<file path="src/rtl/lt_preempt_pkg.sv">
package lt_preempt_pkg;

    typedef enum logic [1:0] {
        ST_IDLE = 2'd0,
        ST_ADDR = 2'd1,
        ST_DATA = 2'd2,
        ST_LAST = 2'd3
    } bus_state_t;

endpackage

</file>
<file path="src/rtl/lt_latency_counter.sv">
module lt_latency_counter #(
    parameter int LAT_W = 8
) (
    input  logic             clk,
    input  logic             rst_n,
    input  logic             load,
    input  logic             run,
    input  logic [LAT_W-1:0] load_val,
    output logic             cnt_zero
);

    localparam logic [LAT_W-1:0] ONE  = LAT_W'(1);
    localparam logic [LAT_W-1:0] ZERO = '0;

    logic [LAT_W-1:0] cnt_q;

    // Loaded on the frame-start edge, decremented every clock of a
    // transaction (wait states included), saturating at zero.
    always_ff @(posedge clk) begin
        if (!rst_n) begin
            cnt_q <= ZERO;
        end else if (load) begin
            cnt_q <= load_val;
        end else if (run && (cnt_q != ZERO)) begin
            cnt_q <= cnt_q - ONE;
        end
    end

    assign cnt_zero = (cnt_q == ZERO);

endmodule

</file>
<file path="src/rtl/lt_preempt_detect.sv">
module lt_preempt_detect (
    input  logic gnt_n,
    input  logic req_n,
    input  logic cnt_zero,
    output logic preempted,
    output logic must_yield
);

    // Grant withdrawn while still requesting the bus.
    assign preempted  = gnt_n && !req_n;
    // Guaranteed tenure used up as well: the bus has to be released.
    assign must_yield = preempted && cnt_zero;

endmodule

</file>
<file path="src/rtl/lt_burst_fsm.sv">
module lt_burst_fsm
    import lt_preempt_pkg::*;
(
    input  logic clk,
    input  logic rst_n,
    input  logic gnt_n,
    input  logic req_n,
    input  logic burst_active,
    input  logic trdy_n,
    input  logic must_yield,
    output logic start,
    output logic in_txn,
    output logic frame_n,
    output logic irdy_n,
    output logic last_phase,
    output logic timeout
);

    bus_state_t state_q;
    bus_state_t state_d;
    logic       timeout_q;

    assign start  = (state_q == ST_IDLE) && burst_active && !req_n && !gnt_n;
    assign in_txn = (state_q != ST_IDLE);

    // State register
    always_ff @(posedge clk) begin
        if (!rst_n) begin
            state_q <= ST_IDLE;
        end else begin
            state_q <= state_d;
        end
    end

    // Next-state logic
    always_comb begin
        state_d = state_q;
        unique case (state_q)
            ST_IDLE: if (start) state_d = ST_ADDR;                      // START
            ST_ADDR: state_d = ST_DATA;                                 // ADVANCE
            ST_DATA: if (must_yield || !burst_active) state_d = ST_LAST; // PREEMPT_END / NORMAL_END
            ST_LAST: if (!trdy_n) state_d = ST_IDLE;                    // FINISH
            default: state_d = ST_IDLE;
        endcase
    end

    // Preemption-forced termination pulse, aligned with the first final-phase cycle
    always_ff @(posedge clk) begin
        if (!rst_n) begin
            timeout_q <= 1'b0;
        end else begin
            timeout_q <= (state_q == ST_DATA) && must_yield;
        end
    end

    // Output decode
    always_comb begin
        frame_n    = 1'b1;
        irdy_n     = 1'b1;
        last_phase = 1'b0;
        unique case (state_q)
            ST_IDLE: begin
                frame_n = 1'b1;
                irdy_n  = 1'b1;
            end
            ST_ADDR: begin
                frame_n = 1'b0;
                irdy_n  = 1'b1;
            end
            ST_DATA: begin
                frame_n = 1'b0;
                irdy_n  = 1'b0;
            end
            ST_LAST: begin
                frame_n    = 1'b1;
                irdy_n     = 1'b0;
                last_phase = 1'b1;
            end
            default: begin
                frame_n = 1'b1;
                irdy_n  = 1'b1;
            end
        endcase
    end

    assign timeout = timeout_q;

endmodule

</file>
<file path="src/rtl/lt_preempt_ctrl.sv">
module lt_preempt_ctrl #(
    parameter int LAT_W = 8
) (
    input  logic             clk,
    input  logic             rst_n,
    input  logic [LAT_W-1:0] lat_value,
    input  logic             gnt_n,
    input  logic             req_n,
    input  logic             burst_active,
    input  logic             trdy_n,
    output logic             frame_n,
    output logic             irdy_n,
    output logic             last_phase,
    output logic             timeout
);

    logic start;
    logic in_txn;
    logic cnt_zero;
    logic preempted;
    logic must_yield;

    lt_latency_counter #(.LAT_W(LAT_W)) u_counter (
        .clk      (clk),
        .rst_n    (rst_n),
        .load     (start),
        .run      (in_txn),
        .load_val (lat_value),
        .cnt_zero (cnt_zero)
    );

    lt_preempt_detect u_detect (
        .gnt_n      (gnt_n),
        .req_n      (req_n),
        .cnt_zero   (cnt_zero),
        .preempted  (preempted),
        .must_yield (must_yield)
    );

    lt_burst_fsm u_fsm (
        .clk          (clk),
        .rst_n        (rst_n),
        .gnt_n        (gnt_n),
        .req_n        (req_n),
        .burst_active (burst_active),
        .trdy_n       (trdy_n),
        .must_yield   (must_yield),
        .start        (start),
        .in_txn       (in_txn),
        .frame_n      (frame_n),
        .irdy_n       (irdy_n),
        .last_phase   (last_phase),
        .timeout      (timeout)
    );

endmodule

</file>
<file path="config.mk">
export PLATFORM = sky130hd
export DESIGN_NAME = lt_preempt_ctrl
export DESIGN_NICKNAME = d
export VERILOG_FILES = /design/src/rtl/lt_preempt_pkg.sv /design/src/rtl/lt_latency_counter.sv /design/src/rtl/lt_preempt_detect.sv /design/src/rtl/lt_burst_fsm.sv /design/src/rtl/lt_preempt_ctrl.sv
export SDC_FILE = /design/constraint.sdc
export NUM_CORES = 1
export LEC_CHECK = 0
export BUFFER_PORTS_ARGS = -buffer_cell sky130_fd_sc_hd__clkbuf_2
export CORE_MARGIN = 1
export CORE_UTILIZATION = 50
export DETAILED_ROUTE_END_ITERATION = 6
export PLACE_DENSITY = 0.8
export SYNTH_ARGS = -nofsm -noshare
export SYNTH_HDL_FRONTEND = slang
export SYNTH_HIERARCHICAL = 1
export SYNTH_SLANG_ARGS = --single-unit
</file>
<file path="constraint.sdc">
create_clock -name clk -period 2.5 [get_ports clk]
set_input_delay 0.25 -clock clk [delete_from_list [all_inputs] [get_ports clk]]
set_output_delay 0.25 -clock clk [all_outputs]
set_load 0.02 [all_outputs]
</file>
==> After elaboration in Yosys (flattened, before gate mapping) <==
Index checks and enable logic that the tools add are counted.
{ "op_classes": {"eq_ne": 6, "n_mux": 9, "n_reduce_logical": 21, "addsub": 1} }
{ "ops": {"columns": ["cell", "n"], "rows": [
  ["$mux W8", 2],
  ["$logic_not A8 Y1", 1],
  ["$pmux W2 S4", 1],
  ["$reduce_bool A8 Y1", 1],
  ["$reduce_or A2 Y1", 4],
  ["$sub A8 B1 Y8 const B", 1],
  ["$logic_and A1 B1 Y1", 7],
  ["$mux W2", 3],
  ["$eq A2 B2 Y1 const B", 2],
  ["$ne A2 B2 Y1 const B", 2],
  ["$pmux W1 S2", 2],
  ["$reduce_bool A2 Y1", 2],
  ["$logic_not A1 Y1", 3],
  ["$reduce_and A3 Y1", 1],
  ["$eq A2 B1 Y1 const B", 1],
  ["$logic_not A2 Y1", 1],
  ["$ne A2 B1 Y1 const B", 1],
  ["$logic_or A1 B1 Y1", 1],
  ["$mux W1", 1]
]} }
{ "word_totals": {"regBits": 11, "elab_cells": 40} }

==> Longest topological paths before layout <==
{ "logic_depth": {"ltp_word": 6, "depth_mapped": 9, "mapped_depth_nobuf": 8} }

==> By module <==
The synthesis kept the hierarchy.
{ "modules_own_cells": {"columns": ["module", "cells_each", "area_each_um2", "instances", "seq_area_each_um2"], "rows": [
  ["lt_latency_counter", 58, 508.0, 1, 160.2],
  ["lt_burst_fsm", 21, 187.7, 1, 60.1],
  ["lt_preempt_detect", 2, 15.0, 1, 0.0]
]} }

==> Worst setup path before layout <==
No wires, ideal clock.
{ "synth_timing": {"path_kind": "register to register", "startpoint": "reg u_counter.cnt_q[2]", "endpoint": "reg u_fsm.state_q[1]", "arrival_time_ns": 1.832, "path_slack_ns": 0.596, "path_buffers": 0, "stages_incl_launch_ff": 7, "cell_sequence": "dfxtp_1 > or4_4 > nor4_1 > and3b_1 > nor2b_1 > a222oi_1 > mux2i_1"} }
{ "synth_between": {"elab_chain_cells": 5} }
{ "synth_rtl": {"columns": ["item", "line", "text"], "rows": [
  ["from (decl)", "lt_latency_counter.sv:15", "logic [LAT_W-1:0] cnt_q;"],
  ["from (signal assigned)", "lt_latency_counter.sv:23", "cnt_q <= load_val;"],
  ["from (signal assigned)", "lt_latency_counter.sv:25", "cnt_q <= cnt_q - ONE;"],
  ["$logic_not A8 Y1", "lt_latency_counter.sv:29", "assign cnt_zero = (cnt_q == ZERO);"],
  ["net cnt_zero", "lt_preempt_ctrl.sv:19", "logic cnt_zero;"],
  ["$logic_and A1 B1 Y1", "lt_preempt_detect.sv:12", "assign must_yield = preempted && cnt_zero;"],
  ["net must_yield", "lt_preempt_ctrl.sv:21", "logic must_yield;"],
  ["$logic_or A1 B1 Y1", "lt_burst_fsm.sv:41", "ST_DATA: if (must_yield || !burst_active) state_d = ST_LAST;"],
  ["$ne A2 B1 Y1 (no source line)", null, null],
  ["$reduce_and A3 Y1 (no source line)", null, null],
  ["to (signal assigned)", "lt_burst_fsm.sv:31", "state_q <= state_d;"],
  ["to (decl)", "lt_burst_fsm.sv:19", "bus_state_t state_q;"]
]} }
The timed path passes the listed nets, and every way through them passes these cells.
A chain may end at the register's enable or synchronous reset.

==> Worst setup path after layout <==
Same ends and word-level chain as after synthesis.

==> flow_summary.json <==
{
  "yosys_warnings": 6,
  "setup_violations": 0,
  "root_buffer": "clkbuf_4",
  "critical_path.top_delay_family": "simple AND/OR/NAND/NOR gates",
  "final_max_slew_viol_count": 0,
  "path_depth": 6,
  "grt_max_degree": 15,
  "cp-end-kind": "register",
  "critPathKind": "reg -> reg",
  "worst_pin_slew_ns": 0.637,
  "cts_sinks": 11,
  "start_util_pct": 54.1,
  "clockBufferDepth": 2,
  "die_h_um": 39.5,
  "rsz0062_at_grt": "no",
  "gp_congestion": 0.801,
  "fin_ws_ns": 0.392,
  "firstDrtPassIters": 4,
  "post-place-cells": 110,
  "min_period_over_period_pct": 84.3,
  "clkSlewWorstSetupHoldPaths_ns": 0.07,
  "hold_path.class": "in -> reg",
  "power_density_nw_per_um2": 1300,
  "finalHoldViolations": 0,
  "vdd_drop_max_uv": 653,
  "status": "completed",
  "rows": 13,
  "cts_tree": "yes",
  "max-slew-margin-rel_pct": 57.4,
  "p_leak_nw": 0.383,
  "instances_no_fill": 114,
  "synthCells": 80,
  "dp_hpwl_um": 1120,
  "avgSynthCellArea_sq_um": 8.81,
  "via_count": 645,
  "wire_per_inst_um": 12.7,
  "maxCapViolCount": 0,
  "drive_gt1_share_pct": 25.3,
  "startpoint_type": "register",
  "routed_via_density": 5.66,
  "ctsHoldBuffers": 0,
  "cts-resized-gates": 0,
  "grt-ovfl-total": 0,
  "ant_nets": 0,
  "grt_pass1_vias": 530,
  "r2r_cells": 6,
  "grt_pass1_wl_um": 2260,
  "arrival_ns": 2.31,
  "core_region_area_sq_um": 1300,
  "pre_cts_ws_ns": 0.392,
  "slowest_delay_ns": 0.59,
  "die-area_sq_um": 1560,
  "synth_fp_nets": 99,
  "io_pins": 18,
  "drt_iter0_drc": 14,
  "crit_buf_inv": 0,
  "antenna_found_initial": 0,
  "cp_data_required_time_ns": 2.70,
  "numCtsBuffers": 3,
  "cp_max_fo": 6,
  "syn_area_sq_um": 704,
  "portBuffers": 17,
  "setup-tns-final_ns": 0,
  "clock_skew_ns": 0.00391,
  "cts_setup_buffers": 0,
  "crit_slowest_cell": "or4_4",
  "fmax_mhz": 474,
  "area_growth_pct": 17.4,
  "fillers": 127,
  "grt_use_total_pct": 21.3,
  "nets": 119,
  "drcViolationCount": 0,
  "holdPathStages": 3,
  "wirelength_um": 1450,
  "min_period_ns": 2.11,
  "antenna_cells": 0,
  "critical_path.cell_chain": "or4_4, nor4_1, and3b_1, nor2b_1, a222oi_1, mux2i_1",
  "clock_latency_ns": 0.27,
  "cts_max_level": 1,
  "die_x_um": 39.5
}
==> sequential cells by signal (all words and copies together) (netlist names) <==
| register | cells |
|---|---|
| u_fsm/timeout | 1 |
| u_fsm/state_q | 2 |
| u_counter/cnt_q | 8 |
==> per-layer routing <==
| metal | share of wire (%) | track usage, % | vias to the layer above |
|---|---|---|---|
| met1 | 46 | 28.9 | 295 |
| met5 | 0 | 0 | - |
| met2 | 49 | 33.2 | 19 |
| met3 | 4.8 | 5.11 | 0 |
| li1 | - | - | 331 |
| met4 | 0 | 5.17 | 0 |
==> worst min-delay path: cells and delay by family <==
family	cells	cell delay, ns
and+or+nand+nor	2	0.13
buffers and inverters	1	0.07
==> cell usage in the layout, fill, tap and decap left out, drive strengths merged, types with 2 or more instances in the layout <==
cell and count:
nand2 3, nor2 4, a31oi 2, a21oi 4, ha 5, inv 8
o31ai 3, mux2i 2, and2 2, o21ai 6, o211a 2, nand3 2
dfxtp 11, clkbuf 21, nor3b 3, or3b 2, or4 4, xnor2 3
==> power by group <==
group,internal (mW),switching (mW),total [mW]
Clock,0.0618,0.0628,0.125
Combinational,0.301,0.336,0.637
Sequential,0.243,0.0731,0.316
==> final timing paths <==
kind,end,slack (ns),startpoint
setup / recovery,u_fsm/state_q[1]$_SDFFE_PN0P_,0.39,u_counter/cnt_q[2]$_SDFFE_PN0P_
hold / removal,u_counter/cnt_q[1]$_SDFFE_PN0P_,0.22,lat_value[1]
setup reg to reg,u_fsm/state_q[1]$_SDFFE_PN0P_,0.39,u_counter/cnt_q[2]$_SDFFE_PN0P_
hold reg to reg,u_fsm/state_q[1]$_SDFFE_PN0P_,0.51,u_fsm/state_q[1]$_SDFFE_PN0P_
==> final cells by class <==
| class | instances | area (sq um) | share of cell area, % |
|---|---|---|---|
| Clock buffer | 4 | 26.3 | 3.18 |
| Inverter | 8 | 30.0 | 3.63 |
| Tap cell | 15 | 18.8 | 2.27 |
| Sequential cell | 11 | 220 | 26.6 |
| Multi-Input combinational cell | 59 | 447 | 54.0 |
| Timing Repair Buffer | 17 | 85.1 | 10.3 |
==> per-stage QoR <==
stage | utilization, % | power [mW] | instance area, sq um | hold WS, ns
global route | 63.6 | 1.18 | 827 | 0.205
global placement | 61.5 | 0.927 | 801 | 0.486
CTS | 63.6 | 1.08 | 827 | 0.209
detailed placement | 61.5 | 0.952 | 801 | 0.498
floorplan | - | 0.823 | 704 | 0.383
finish | 63.6 | 1.08 | 827 | 0.216
No activity file was read; power rests on OpenSTA's default activity.
